**src/rtl/bridge_pkg.sv**
```systemverilog
`timescale 1ns/1ps
package bridge_pkg;

   typedef enum logic [1:0] {
      ST_IDLE    = 2'd0,
      ST_ARMED   = 2'd1,
      ST_READY   = 2'd2,
      ST_RELEASE = 2'd3
   } bridge_state_e;

   localparam int unsigned NUM_STATES = 4;

   // Next-state function shared by every storage variant.
   function automatic bridge_state_e step_state(input bridge_state_e cur,
                                                input logic req,
                                                input logic stb);
      bridge_state_e nxt;
      nxt = cur;
      unique case (cur)
         ST_IDLE:    if (req)  nxt = ST_ARMED;
         ST_ARMED:   if (stb)  nxt = ST_READY;
         ST_READY:   if (!req) nxt = ST_RELEASE;
         ST_RELEASE: nxt = ST_IDLE;
         default:    nxt = ST_IDLE;
      endcase
      return nxt;
   endfunction

endpackage

```
**src/rtl/bridge_capture.sv**
```systemverilog
`timescale 1ns/1ps
module bridge_capture #(
   parameter int unsigned WIDTH = 4
) (
   input  logic             clk,
   input  logic             rst,
   input  logic             load_en,
   input  logic [WIDTH-1:0] d_in,
   output logic [WIDTH-1:0] q_out
);

   logic [WIDTH-1:0] hold_q;

   always_ff @(posedge clk) begin
      if (rst)
         hold_q <= '0;
      else if (load_en)
         hold_q <= d_in;
   end

   assign q_out = hold_q;

endmodule

```
**src/rtl/bridge_ctrl.sv**
```systemverilog
`timescale 1ns/1ps
module bridge_ctrl
   import bridge_pkg::*;
#(
   parameter bit ONE_HOT = 1'b1
) (
   input  logic          clk,
   input  logic          rst,
   input  logic          req_in,
   input  logic          key_stb,
   output logic          load_en,
   output logic          rdy_out,
   output bridge_state_e state_o
);

   localparam int unsigned ST_BITS = $bits(bridge_state_e);

   bridge_state_e cur_st;
   bridge_state_e nxt_st;
   logic          rdy_q;

   assign nxt_st = step_state(cur_st, req_in, key_stb);

   generate
      if (ONE_HOT) begin : g_onehot
         logic [NUM_STATES-1:0] oh_q;
         logic [NUM_STATES-1:0] oh_d;

         always_comb begin
            oh_d = '0;
            oh_d[nxt_st] = 1'b1;
         end

         always_ff @(posedge clk) begin
            if (rst) begin
               oh_q <= '0;
               oh_q[ST_IDLE] <= 1'b1;
            end else begin
               oh_q <= oh_d;
            end
         end

         always_comb begin
            if (oh_q[ST_ARMED])
               cur_st = ST_ARMED;
            else if (oh_q[ST_READY])
               cur_st = ST_READY;
            else if (oh_q[ST_RELEASE])
               cur_st = ST_RELEASE;
            else
               cur_st = ST_IDLE;
         end
      end else begin : g_binary
         logic [ST_BITS-1:0] bin_q;

         always_ff @(posedge clk) begin
            if (rst)
               bin_q <= ST_IDLE;
            else
               bin_q <= nxt_st;
         end

         assign cur_st = bridge_state_e'(bin_q);
      end
   endgenerate

   // Ready flag is its own flop, loaded from the next-state decision.
   always_ff @(posedge clk) begin
      if (rst)
         rdy_q <= 1'b0;
      else
         rdy_q <= (nxt_st == ST_READY);
   end

   assign load_en = (cur_st == ST_ARMED) && key_stb;
   assign rdy_out = rdy_q;
   assign state_o = cur_st;

endmodule

```
**src/rtl/key_tone_bridge.sv**
```systemverilog
`timescale 1ns/1ps
module key_tone_bridge #(
   parameter int unsigned CODE_W  = 4,
   parameter bit          ONE_HOT = 1'b1
) (
   input  logic              clk,
   input  logic              rst,
   input  logic [CODE_W-1:0] key_code,
   input  logic              key_stb,
   input  logic              req_in,
   output logic [CODE_W-1:0] code_out,
   output logic              rdy_out
);

   generate
      if (CODE_W < 1 || CODE_W > 16) begin : g_bad_width
         $error("key_tone_bridge: CODE_W must lie in 1..16");
      end
   endgenerate

   logic                     cap_en;
   bridge_pkg::bridge_state_e fsm_st;

   bridge_ctrl #(
      .ONE_HOT (ONE_HOT)
   ) u_ctrl (
      .clk     (clk),
      .rst     (rst),
      .req_in  (req_in),
      .key_stb (key_stb),
      .load_en (cap_en),
      .rdy_out (rdy_out),
      .state_o (fsm_st)
   );

   bridge_capture #(
      .WIDTH (CODE_W)
   ) u_cap (
      .clk     (clk),
      .rst     (rst),
      .load_en (cap_en),
      .d_in    (key_code),
      .q_out   (code_out)
   );

endmodule

```
**config.mk**
```make
export PLATFORM = sky130hd
export DESIGN_NAME = key_tone_bridge
export DESIGN_NICKNAME = d
export VERILOG_FILES = /design/src/rtl/bridge_pkg.sv /design/src/rtl/bridge_capture.sv /design/src/rtl/bridge_ctrl.sv /design/src/rtl/key_tone_bridge.sv
export SDC_FILE = /design/constraint.sdc
export NUM_CORES = 1
export LEC_CHECK = 0
export CAP_MARGIN = 0
export CELL_PAD_IN_SITES_DETAIL_PLACEMENT = 1
export CELL_PAD_IN_SITES_GLOBAL_PLACEMENT = 1
export CORE_AREA = 5 5 42 44
export CTS_CLUSTER_DIAMETER = 60
export DETAILED_ROUTE_END_ITERATION = 10
export DIE_AREA = 0 0 47 49
export PLACE_DENSITY = 0.67
export SLEW_MARGIN = 10
export SYNTH_ARGS = -nofsm -noshare
export SYNTH_HDL_FRONTEND = slang
export SYNTH_SLANG_ARGS = --single-unit
```
**constraint.sdc**
```tcl
create_clock -name clk -period 1 [get_ports clk]
set_clock_uncertainty 0.15 [all_clocks]
set_input_delay 0.1 -clock clk [delete_from_list [all_inputs] [get_ports clk]]
set_output_delay 0.1 -clock clk [all_outputs]
set_load 0.1 [all_outputs]
```
== Word-level counts from Yosys, hierarchy flattened ==
Cells that the tools add are included.
Cells by class
  bitwise gates (word level): 0
  div/mod/pow operators: 0
  multiplexer cells: 9
  magnitude comparators: 2
  shift operators: 0
  eq/ne operators: 4
  multipliers: 0
  reductions and logical operators: 3
  add/subtract/negate cells: 0
Operators with widths (count)
  2-to-1 mux 2 bit: 6
  one-hot mux 2 bit (4 select lines): 1
  equality test 2 bit, second input constant: 3
  less-than comparator 2 x 3 -> 1 bit, second input constant: 1
  demux 1 bit (select 2 bit): 1
  equality test 2 x 1 -> 1 bit, second input constant: 1
  >= comparator 2 x 1 -> 1 bit, second input constant: 1
  logical AND 1 bit: 2
  logical NOT 2 bit: 1
  2-to-1 mux 1 bit: 1
Storage, ports and cells
  memory bits (writable): 0
  output and inout port bits: 5
  memories: 0
  word-level logic and storage cells: 21
  latch bits: 0
  register bits: 9
  ROM bits: 0

== Logic depth before layout (Yosys ltp) ==
  depth in word-level cells: 9
  gate-level depth with buffers: 3
  mapped depth without buffers: 2

== Hierarchy ==
Synthesis repeated with hierarchy kept, for this count alone.
Unflattened totals
  cells, all modules: 28
  area total of the unflattened synthesis: 269.0 um^2
By module, submodules not included
  bridge_capture: area an instance 140.1 um^2, cells an instance 13, times used 1
  bridge_ctrl: area an instance 128.9 um^2, cells an instance 15, times used 1

== Worst setup path after synthesis ==
OpenSTA, ideal clock, no wires.
  path type: flip-flop to flip-flop
  from: reg u_ctrl.g_onehot.oh_q[2]
  to: reg u_ctrl.g_onehot.oh_q[1]
  arrival: 1.339 ns
  stages on the path, launching flop included: 3
  path slack: -0.559 ns
  library setup time: 0.070 ns
  clock period less this slack: 1.559 ns
  cell sequence: dfxtp_1 -> or4b_1 -> a21oi_1
Between the ends
  longest elaborated chain between the ends: 8
  elaborated cells between the ends (all ways): 15
  those cells by class: order compare: 2; eq/ne: 3; mux: 8; reduce/logical: 2
RTL lines
  from (decl): line bridge_ctrl.sv:26  | logic [NUM_STATES-1:0] oh_q;
  from (signal assigned): line bridge_ctrl.sv:39  | oh_q <= oh_d;
  2-to-1 mux 2 bit (*): line bridge_ctrl.sv:46  | else if (oh_q[ST_READY])
  2-to-1 mux 2 bit (*): line bridge_ctrl.sv:44  | if (oh_q[ST_ARMED])
  equality test 2 bit, or another cell as far along: line bridge_pkg.sv:19  | unique case (cur)
  one-hot mux 2 bit (4 select lines) (*): line bridge_pkg.sv:19
  less-than comparator 2 x 3 -> 1 bit (not written as such) or >= comparator 2 x 1 -> 1 bit (tied branches): line bridge_ctrl.sv:31  | oh_d[nxt_st] = 1'b1;
  logical AND 1 bit (not written as such): line bridge_ctrl.sv:31
  2-to-1 mux 1 bit (not written as such): line bridge_ctrl.sv:31
  demux 1 bit (select 2 bit) (*)
Mark *: on every way between the ends. The rest lies on a longest branch, timed or not.
A chain may end at the register's enable or synchronous reset.

== Final worst setup path ==
  from: reg u_ctrl.g_onehot.oh_q[1]
  to: reg u_ctrl.g_onehot.oh_q[1]
Between the ends
  longest elaborated chain between the ends: 7
  elaborated cells between the ends (all ways): 14
  those cells by class: order compare: 2; eq/ne: 3; mux: 7; reduce/logical: 2
RTL lines (line)
  2-to-1 mux 2 bit (*): bridge_ctrl.sv:44
  equality test 2 bit, or another cell as far along: bridge_pkg.sv:19
  one-hot mux 2 bit (4 select lines) (*): bridge_pkg.sv:19
  less-than comparator 2 x 3 -> 1 bit (not written as such) or >= comparator 2 x 1 -> 1 bit (tied branches): bridge_ctrl.sv:31
  logical AND 1 bit (not written as such): bridge_ctrl.sv:31
  2-to-1 mux 1 bit (not written as such): bridge_ctrl.sv:31
  demux 1 bit (select 2 bit) (*)
Marks and branches as above.

==> run metrics <==
CTS root buffer=clkbuf_4; VDD IR-drop max=0.556 mV; IO Count=13; Clock Sinks=7; Pwr per Cell Area=1320 nW/um2; wire length of the first global-routing pass=1.34 mm; count of pins over their slew limit=0; Logic pwr share=24.6%; worst path buffer plus inverter count=0; WL/cell=13.1 um; Syn Nets=36; Post-layout nets=57; Die Area=2300 um2; Sequential Area=159 um2; Port Buf Inserts=12; Min-Delay Path Depth=3; part of the Yosys area used for sequential elements=51.1%; FILL cells=159; Synth Cell Area=274 um2; Clock transition at path regs=50 ps; number of routed nets with antenna violations=0; H-tree depth=1; footprint of the multi-input gates=136 um2; Worst setup EP type=register; crit-path max cell delay=520 ps; CP max FO=2; Area Growth Syn to Fin=104%; Max Cap Viol=0; status=finished with violations; drt drc=0; hold buffers post-CTS=0; DR vias=279; vias in the first global route=326; final weighted congestion in routability-driven placement=0.656; slew of the pin with the lowest slew margin=350 ps; Post-DP Area=513 um2; worst hold path class=in -> reg; Yosys warnings=0; Critical Path Source Type=register; Final Core Density=39.9%; Congestion Overflow GR=0; post-route worst setup slack=-163 ps; Cell Int Power=520 uW; Rows=14; critical path class=reg -> reg; largest net degree at the start of global routing=13; relative slew slack=76.6%; DR iter-0 viols=1; fin area=559 um2; core area=1400 um2; Seq cells post-synth=7; Distinct cells, synth=11; antenna cells=0; Fmax=0.859 GHz; antenna violations before repair=0; endpoints failing hold=0; initial core utilization=19.6%; crit share post-route=116%; GRT Total Usage=8.66%; CTS tree=yes; switching pwr=218 uW; CP Cell Sequence=or4b_1 -> a21oi_1; Stages on worst setup path=2; failing checks=negative setup slack; DRT Wirelength=836 um; kind of cell adding the most delay to the critical path=simple AND/OR/NAND/NOR gates; Static Leak=0.000212 uW; CP arrival=1210 ps; share of layout cells above drive strength 1=52.1%; reg2reg path depth=2; CTS Buf Count=3; Worst-Skew Late Latency=260 ps; DP Wirelength=555 um; Mapped Avg Cell Area=9.79 um2; # setup viols final=10; fin crit period=1160 ps; unrepaired setup endpoints after global routing=yes; gate count of the mapped netlist=28; die width=47 um; chip height=49 um; drt via density=4.36; detailed-router iteration count before antenna repair=2; Worst Path Required=1040 ps; slowest CP cell=or4b_1; clk buf depth=2; sw frac=29.6%; sequential share of power=39.5%; Clock Power Share=35.9%
## worst reg2reg max path: stages (launching register included)
cell     delay [ps]
dfxtp_1         300
or4b_1          520
a21oi_1         130
## power by group through the flow
stage                     Clock (uW)  Sequential (uW)  Combinational, uW
after floorplan                    0              351               34.0
after global placement             0              297                175
after CTS                        261              292                180
final                            265              291                182
after detailed placement           0              297                176
after global routing             296              292                191
## Yosys cell counts
master,instances,area share (%)
nand2b_1,1,2.3
clkbuf_1,1,1.4
dfxtp_1,7,51
nand2_1,1,1.4
buf_1,1,1.4
a21oi_1,6,11
nand3_1,4,7.3
nand3b_1,1,2.7
or4b_1,1,3.7
nor4b_1,1,3.2
a21bo_2,4,15
## metrics by stage
stage | std cells | setup TNS, ps | power [uW] | setup WS, ps | hold slack [ps]
2_1_floorplan | 28 | -581 | 385 | -244 | 9.36
3_3_place_gp | 59 | -1850 | 471 | -328 | 329
3_5_place_dp | 59 | -2020 | 473 | -357 | 351
4_1_cts | 64 | -441 | 733 | -158 | 240
5_1_grt | 64 | -786 | 780 | -186 | 265
6_report | 64 | -416 | 738 | -163 | 232
## layout make-up
class / count / area share, %
Sequential cell: 7 / 28.4
Tap cell: 16 / 3.58
Timing Repair Buffer: 18 / 38.9
Clock buffer: 4 / 4.70
Multi-Input combinational cell: 19 / 24.4
## final timing paths
path,from,to,slack [ps]
hold / removal,key_stb,u_ctrl.g_onehot.oh_q[2],230
setup reg to reg,u_ctrl.g_onehot.oh_q[1],u_ctrl.g_onehot.oh_q[1],-160
hold reg to reg,u_ctrl.g_onehot.oh_q[3],u_ctrl.g_onehot.oh_q[1],370
setup / recovery,u_ctrl.g_onehot.oh_q[1],u_ctrl.g_onehot.oh_q[1],-160
## routing by layer
layer	vias up	wire length [um]	global-route usage, %	part of all wire (%)
li1	141	-	-	-
met1	128	343	8.79	41
met2	8	415	12.4	50
met3	2	66	4.80	7.9
met4	0	11	6.91	1.3
met5	-	0	0	0
## registers in the layout, indices dropped and copies added, names as in the netlist
name and flops:
u_cap.q_out 4, u_ctrl.g_onehot.oh_q 3
## cell families (layout without fill, tap and decap cells)
family	count (synthesis)	count (layout)	share of synthesized area, %
buffers and inverters	2	22	2.74
AOI/OAI and AO/OA	10	10	25.6
DFF	7	7	51.1
and+or+nand+nor	9	9	20.6
## layout by cell type (no fill, tap or decap)
cell type and n:
nor4b_2 1, dlygate4sd2_1 1, clkbuf_1 1, buf_12 5, clkdlybuf4s50_1 6, or4b_1 1
clkbuf_4 3, nand3_1 4, nand2b_1 1, dfxtp_1 2, buf_4 5, nand3b_1 1
buf_6 1, nand2_1 1, a21bo_2 4, a21oi_1 5, dfxtp_4 5, a21oi_2 1
## repair_timing
item / 4_1_cts / 5_1_grt
endpoints found under the setup margin: 12 / 12
setup buffers: 1 / 0
gates resized for setup: 2 / 2
(Power assumes the default switching activity.)
